**config.mk**
```make
export PLATFORM = sky130hd
export DESIGN_NAME = dpr_dual_rx
export DESIGN_NICKNAME = d
export VERILOG_FILES = /design/src/rtl/dpr_pkg.sv /design/src/rtl/dpr_frame_ctrl.sv /design/src/rtl/dpr_lane.sv /design/src/rtl/dpr_dual_rx.sv
export SDC_FILE = /design/constraint.sdc
export NUM_CORES = 1
export LEC_CHECK = 0
export BUFFER_PORTS_ARGS = -buffer_cell sky130_fd_sc_hd__buf_2
export CORE_UTILIZATION = 62
export DETAILED_ROUTE_END_ITERATION = 8
export GPL_TIMING_DRIVEN = 0
export HOLD_SLACK_MARGIN = 0.1
export PLACE_DENSITY = 0.95
export SETUP_SLACK_MARGIN = 0.2
export SKIP_LAST_GASP = 1
export SYNTH_ARGS = -nofsm -noshare
export SYNTH_HDL_FRONTEND = slang
export SYNTH_SLANG_ARGS = --single-unit
```
**constraint.sdc**
```tcl
create_clock -name clk -period 4.8 [get_ports clk]
set_clock_uncertainty 0.05 [all_clocks]
set_input_delay 0.96 -clock clk [delete_from_list [all_inputs] [get_ports clk]]
set_output_delay 0.96 -clock clk [all_outputs]
set_load 0.005 [all_outputs]
```
**src/rtl/dpr_pkg.sv**
```systemverilog
package dpr_pkg;
    typedef enum logic {
        MODE_LEFT  = 1'b0,
        MODE_RIGHT = 1'b1
    } frame_mode_e;

    localparam logic [1:0] FMT_RIGHT_CODE = 2'b01;
    localparam logic [1:0] LEN_SHORT_CODE = 2'b00;

    function automatic frame_mode_e decode_mode(input logic [1:0] fmt);
        return (fmt == FMT_RIGHT_CODE) ? MODE_RIGHT : MODE_LEFT;
    endfunction
endpackage

```
**src/rtl/dpr_frame_ctrl.sv**
```systemverilog
module dpr_frame_ctrl
    import dpr_pkg::*;
#(
    parameter int WORD_W  = 24,
    parameter int SHORT_W = 20
) (
    input  logic        clk,
    input  logic        rst_n,
    input  logic        strobe,
    input  frame_mode_e mode,
    input  logic        len_short,
    output logic        cap,
    output logic        cap_next,
    output logic        valid
);
    localparam int CNT_W = $clog2(WORD_W + 1);
    localparam logic [CNT_W-1:0] FULL_CNT  = CNT_W'(WORD_W);
    localparam logic [CNT_W-1:0] SHORT_CNT = CNT_W'(SHORT_W);
    localparam logic [CNT_W-1:0] ONE_CNT   = CNT_W'(1);

    typedef struct packed {
        logic              strobe;
        frame_mode_e       mode;
        logic [CNT_W-1:0]  cnt;
        logic              valid;
    } ctrl_t;

    ctrl_t st_d, st_q;
    logic [CNT_W-1:0] target;
    logic fall, rise;

    assign target = len_short ? SHORT_CNT : FULL_CNT;
    assign fall   = st_q.strobe & ~strobe;
    assign rise   = ~st_q.strobe & strobe;

    always_comb begin
        st_d        = st_q;
        cap         = 1'b0;
        st_d.strobe = strobe;
        st_d.mode   = mode;
        if (mode != st_q.mode) begin
            st_d.cnt = '0;
        end else if (mode == MODE_LEFT) begin
            if (fall) begin
                st_d.cnt = ONE_CNT;
            end else if (st_q.cnt != '0) begin
                if (st_q.cnt >= target - ONE_CNT) begin
                    cap      = 1'b1;
                    st_d.cnt = '0;
                end else begin
                    st_d.cnt = st_q.cnt + ONE_CNT;
                end
            end
        end else begin
            if (rise) begin
                cap      = (st_q.cnt >= target);
                st_d.cnt = ONE_CNT;
            end else if (st_q.cnt < FULL_CNT) begin
                st_d.cnt = st_q.cnt + ONE_CNT;
            end
        end
        st_d.valid = cap;
    end

    always_ff @(posedge clk or negedge rst_n) begin
        if (!rst_n) begin
            st_q <= '{strobe: 1'b0, mode: MODE_LEFT, cnt: '0, valid: 1'b0};
        end else begin
            st_q <= st_d;
        end
    end

    assign cap_next = (mode == MODE_LEFT);
    assign valid    = st_q.valid;
endmodule

```
**src/rtl/dpr_lane.sv**
```systemverilog
module dpr_lane #(
    parameter int WORD_W  = 24,
    parameter int SHORT_W = 20
) (
    input  logic              clk,
    input  logic              rst_n,
    input  logic              din,
    input  logic              cap,
    input  logic              cap_next,
    input  logic              len_short,
    output logic [WORD_W-1:0] word
);
    typedef struct packed {
        logic [WORD_W-1:0] shift;
        logic [WORD_W-1:0] word;
    } lane_t;

    lane_t st_d, st_q;
    logic [WORD_W-1:0] shift_next, src, short_form;

    assign shift_next = {st_q.shift[WORD_W-2:0], din};
    assign src        = cap_next ? shift_next : st_q.shift;

    generate
        if (WORD_W > SHORT_W) begin : g_pad
            assign short_form = {src[SHORT_W-1:0], {(WORD_W-SHORT_W){1'b0}}};
        end else begin : g_full
            assign short_form = src;
        end
    endgenerate

    always_comb begin
        st_d       = st_q;
        st_d.shift = shift_next;
        if (cap) begin
            st_d.word = len_short ? short_form : src;
        end
    end

    always_ff @(posedge clk or negedge rst_n) begin
        if (!rst_n) begin
            st_q <= '0;
        end else begin
            st_q <= st_d;
        end
    end

    assign word = st_q.word;
endmodule

```
**src/rtl/dpr_dual_rx.sv**
```systemverilog
module dpr_dual_rx
    import dpr_pkg::*;
#(
    parameter int WORD_W  = 24,
    parameter int SHORT_W = 20,
    parameter int LANES   = 2
) (
    input  logic              clk,
    input  logic              rst_n,
    input  logic              frame_strobe,
    input  logic              sdata_left,
    input  logic              sdata_right,
    input  logic [1:0]        fmt_sel,
    input  logic [1:0]        len_sel,
    output logic [WORD_W-1:0] left_word,
    output logic [WORD_W-1:0] right_word,
    output logic              word_valid
);
    frame_mode_e       mode;
    logic              len_short, cap, cap_next;
    logic [LANES-1:0]  din_v;
    logic [WORD_W-1:0] word_v [LANES];

    assign mode      = decode_mode(fmt_sel);
    assign len_short = (len_sel == LEN_SHORT_CODE);
    assign din_v     = {sdata_right, sdata_left};

    dpr_frame_ctrl #(.WORD_W(WORD_W), .SHORT_W(SHORT_W)) i_ctrl (
        .clk      (clk),
        .rst_n    (rst_n),
        .strobe   (frame_strobe),
        .mode     (mode),
        .len_short(len_short),
        .cap      (cap),
        .cap_next (cap_next),
        .valid    (word_valid)
    );

    generate
        for (genvar g = 0; g < LANES; g++) begin : g_lane
            dpr_lane #(.WORD_W(WORD_W), .SHORT_W(SHORT_W)) i_lane (
                .clk      (clk),
                .rst_n    (rst_n),
                .din      (din_v[g]),
                .cap      (cap),
                .cap_next (cap_next),
                .len_short(len_short),
                .word     (word_v[g])
            );
        end
    endgenerate

    assign left_word  = word_v[0];
    assign right_word = word_v[1];
endmodule

```
* Word level (Yosys, flattened, before mapping) *
Cells that the tools add are included.

storage, ports and cells
  flip-flop bits (word level) = 104
  input bits = 9
  output and inout port bits = 49
  logic and storage cells = 43

operators by class
  add/sub/neg operators = 2
  $lt $le $gt $ge = 3
  equal/unequal tests = 3
  muxes and demuxes = 19
  bitwise logic cells = 4
  reductions and logical operators = 4

operators by type and width
  operator                                           number
  two-way mux 24 bit                                 4
  two-way mux 5 bit                                  7
  greater-or-equal comparator 5 bit                  2
  two-way mux 1 bit                                  7
  adder 5 x 1 -> 5 bit, second input constant        1
  less-than comparator 5 bit, second input constant  1
  nonzero test 5 bit                                 1
  subtractor 5 x 1 -> 5 bit, second input constant   1
  two-way mux 4 bit                                  1
  inequality test 4 bit, second input constant       1
  nonzero test 4 bit                                 1
  bitwise AND 1 bit                                  2
  == test 2 x 1 -> 1 bit, second input constant      1
  logical NOT 2 bit                                  1
  NOT 1 bit                                          2
  AND reduction 2 bit                                1
  inequality test 1 bit                              1

* Longest topological paths before layout *
  depth in word-level cells = 9
  mapped depth = 8

* Cells and area by module *
From an unflattened synthesis, not the netlist that was laid out.

second synthesis, totals
  cells, all modules = 370
  area, all modules = 4744.6 µm²

by module, submodules not included
  module          instances  cells an instance  area each (µm²)
  dpr_lane        2          156                2087.0
  dpr_frame_ctrl  1          56                 553.0
  dpr_dual_rx     1          2                  17.5

* Least setup slack after synthesis *
Ideal clock, no wire load.

  path kind = input port to flip-flop
  start point = input port fmt_sel[1]
  end point = register g_lane[0].i_lane.st_q, in the netlist g_lane[0].i_lane.word[19]
  library setup time = 0.125 ns
  data arrival time = 2.394 ns
  required time = 4.625 ns
  slack = 2.231 ns
  stages on the path = 6
  path buffers = 2
  cells stage by stage = nand2b_1 buf_4 inv_1 buf_2 mux4_2 mux2_2

on the way
  cells in the longest elaborated chain, start to end = 4
  elaborated cells on any way between the ends = 7
  those cells by class = 2 x eq/ne; 5 x mux

ends and longest elaborated chain
  item                                                     RTL line                              RTL
  start: declaration                                       dpr_dual_rx.sv:13                     input logic [1:0] fmt_sel,
  == test 2 x 1 -> 1 bit (*)                               dpr_pkg.sv:11                         return (fmt == FMT_RIGHT_CODE) ? MODE_RIGHT : MODE_LEFT;
  two-way mux 1 bit (*)                                    dpr_pkg.sv:11
  net i_ctrl.mode                                          dpr_frame_ctrl.sv:10                  input frame_mode_e mode,
  two-way mux 24 bit (tied with other cells)               dpr_lane.sv:22                        assign src = cap_next ? shift_next : st_q.shift;
  two-way mux 24 bit or two-way mux 1 bit (tied branches)  dpr_lane.sv:36, dpr_frame_ctrl.sv:41
  end signal: assignment                                   dpr_lane.sv:44                        st_q <= st_d;
  end: declaration                                         dpr_lane.sv:18                        lane_t st_d, st_q;

Mark *: on every way through the listed nets, which the timed path passes. The rest lies on a longest branch.
A chain may end at the register's enable or synchronous reset.

* Worst setup path after layout *
  start point = input port fmt_sel[1]
  end point = register g_lane[1].i_lane.st_q, in the netlist g_lane[1].i_lane.word[17]

on the way
  cells in the longest elaborated chain, start to end = 4
  elaborated cells on any way between the ends = 7
  those cells by class = 2 x eq/ne; 5 x mux

ends and longest elaborated chain
  item                                                     RTL line
  == test 2 x 1 -> 1 bit (*)                               dpr_pkg.sv:11
  two-way mux 1 bit (*)                                    dpr_pkg.sv:11
  net i_ctrl.mode                                          dpr_frame_ctrl.sv:10
  two-way mux 24 bit (tied with other cells)               dpr_lane.sv:22
  two-way mux 24 bit or two-way mux 1 bit (tied branches)  dpr_lane.sv:36, dpr_frame_ctrl.sv:41
  end signal: assignment                                   dpr_lane.sv:44
  end: declaration                                         dpr_lane.sv:18

Marks and branches as above.

==> impl_results.md <==
- Gr ovfl total: 0
- Via-to-Cell Ratio: a little under 6
- Cell count after placement: roughly 470
- Vias in the first global route: a little under 3000
- Synth unique cells: 37
- Async S/R FF share, synth: 100%
- Wire per inst: ~18 microns
- Die Y: about 90 microns
- Post-synth net total: roughly 320
- Post-route clock period utilization: just over 50%
- Cell count after synthesis: ~310
- Max Clk Rate: 404 MHz
- Starting Density: around 66%
- P_int: around 0.0012 W
- Hpwl dp: 6.19 mm
- WS Path Type: input pin to register
- Gate power share: a little over a tenth
- Reg2reg end: g_lane[0].i_lane.word[1]
- Crit Path Max Fanout: 10
- RR Startpoint: i_ctrl.st_q[1]
- Clock network power share: 32.1%
- NetSw: a little over 0.0004 W
- CTS tree: yes
- Final setup vio count: 0
- PostCTS Resize Cnt: 0
- Number of diodes: 0
- H-tree depth: 3
- Synth area leader: dfrtp_1
- Endpoints failing hold: 0
- Least-Margin Pin Slew: 0.759 ns
- Synth warnings: 0
- Post-CTS setup buffer count: 0
- Hold Buf Count CTS: 0
- Num CTS Buffers: 9
- HP Class: register to register
- IR drop worst, VDD: 0.181 mV
- Final Core Density: 74.3%
- Row Count: 31
- Clock slew at reported path FFs: approximately 0.1 ns
- Static Leakage: ~2.8 nW
- Final worst slack: 2.33 ns
- Cell Pwr Density: 300 mW/mm^2
- Gr usage total: 24.0%
- Status: finished clean
- Mapped cell area: roughly 0.005 sq mm
- Ranking of synthesized cells by area: dfrtp_1 (53%), mux4_2 (18%), mux2_2 (9.0%), buf_4 (7.7%), mux2i_1 (1.6%)
- Num ports: 58
- Fin cells: 485
- Hold_sp: g_lane[0].i_lane.shift_next[22]
- Register area: around 0.0026 sq mm
- Area grow syn2layout: 12.9%
- Hold Path End: g_lane[0].i_lane.shift_next[23]
- Buffers on Ports: 57
- Hold depth: 0
- Nets: between 300 and 400
- Commonest cells in the netlist: dfrtp_1 (104), buf_4 (50), mux4_2 (40)
- Via count: between 2000 and 3000
- DRT antenna net count: 0
- Max-slew violations: 0
- Setup TNS: 0 ns
- CP Capture Type: register
- Gp weighted congestion: around 0.84
- Hold slack: ~0.36 ns
- # DRC: 0
- Top-count cell post-synth: dfrtp_1
- First-pass GRT wire length: about 15 mm
- Relative slew slack: 49.4%
- Switching share of power: roughly a quarter
- Fill count: 441
- Max-Cap Viols: 0
- Initial drt markers: 121
- Main synth FF type: dfrtp_1
- DP Worst Slack: 1.90 ns
- CP Data Required Time: 5.01 ns
- Largest net degree at the start of global routing: 57
- Die X-Extent: 90.7 microns
- Flops & latches, synth: roughly 100
- Footprint of the multi-input gates: approximately 0.0018 sq mm
- Routed WL: around 8.7 mm
- Antenna violations before repair: 0
- Share of layout cells above drive strength 1: a little under three fifths
- Register share of total power: between 50% and 60%
- Clock Sinks: 104
- Worst R2R Path Depth: 6
- Post-synthesis sequential area ratio: 53.4%
- Min Tclk post-route: around 2.5 ns
- Critical path launch point type: input pin
- Reg2reg setup slack: 2.61 ns
- Clock root buffer: clkbuf_8
- Post-synth EDFFs: 0
- Skew-Pair Late Insertion Delay: around 0.37 ns
- WP data arrival: 2.69 ns
- RSZ-0062 raised after global routing: false
- Yosys top cell area share: 53.4%
- Avg Cell Area, Syn: approximately 16 sq um
- CTS Buffer Depth: 2
- DRT Pass-1 Iters: 4
- Core area: ~0.0074 sq mm
- Die area: 0.00822 sq mm
## through the flow
stage	area, sq um	total power (W)
floorplan	4880	0.00108
global placement	5290	0.00113
detailed placement	5320	0.00114
CTS	5500	0.00166
global route	5500	0.00172
finish	5500	0.00165
## worst max-delay path, stage by stage
cell	delay, ns
buf_2	0.10
nand2b_1	0.13
buf_4	0.17
inv_1	0.15
buf_2	0.35
mux4_2	0.54
mux2_2	0.28
## cells in the final DEF, fill, tap and decap left out, drive strengths merged, types with 5 or more instances in the layout
cell type / n
mux2: 40
clkbuf: 14
nor2: 5
nand2: 5
o2bb2ai: 8
dfrtp: 104
mux2i: 8
buf: 117
mux4: 40
## cell type report
| cell class | count | share of cell area (%) |
|---|---|---|
| flip-flops and latches | 104 | 47.3 |
| multi-input cells | 141 | 32.9 |
| plain buffers | 63 | 8.14 |
| repair buffers | 58 | 5.73 |
| clock buffers | 10 | 2.32 |
| well taps | 99 | 2.25 |
| clock inverters | 6 | 1.09 |
| inverters | 4 | 0.273 |
## how the worst max path moves through the flow
| stage | endpoint | start | slack [ns] |
|---|---|---|---|
| 6_report | g_lane[1].i_lane.word[17] | fmt_sel[1] | 2.33 |
| 5_1_grt | g_lane[0].i_lane.word[22] | fmt_sel[1] | 2.19 |
| 4_1_cts | g_lane[1].i_lane.word[17] | fmt_sel[1] | 2.30 |
| 3_5_place_dp | g_lane[1].i_lane.word[17] | fmt_sel[1] | 1.90 |
| 3_3_place_gp | g_lane[1].i_lane.word[10] | rst_n | 1.71 |
| 2_1_floorplan | g_lane[0].i_lane.word[19] | fmt_sel[1] | 2.23 |
## metal layers
layer  global-route usage [%]  wire length, microns
met1                     32.8                  3790
met2                     38.2                  4360
met3                     4.55                   367
met4                     9.81                   158
met5                        0                     0
## flip-flops by register name, indices dropped and copies added, names as in the netlist
register / cells
g_lane.i_lane.word: 48
g_lane.i_lane.shift_next: 46
g_lane.i_lane.st_q: 2
i_ctrl.valid: 1
i_ctrl.st_q: 7
## kinds of logic after synthesis
family / after synthesis / synth area share, %
adder cells (fa/ha/maj): 2 / 0.513
flip-flops: 104 / 53.4
buffers and inverters: 67 / 9.49
XOR/XNOR: 1 / 0.180
AO/OA/AOI/OAI: 26 / 4.31
multiplexers: 88 / 29.4
AND/OR/NAND/NOR: 24 / 2.69
## power by group through the flow
| stage | registers [W] | logic (W) | clock network (W) |
|---|---|---|---|
| floorplan | 0.000947 | 0.000132 | 0 |
| global placement | 0.000955 | 0.000171 | 0 |
| detailed placement | 0.000960 | 0.000179 | 0 |
| CTS | 0.000942 | 0.000180 | 0.000538 |
| global route | 0.000948 | 0.000198 | 0.000571 |
| finish | 0.000943 | 0.000178 | 0.000530 |
Note: power is estimated with default switching activity, not from simulation.
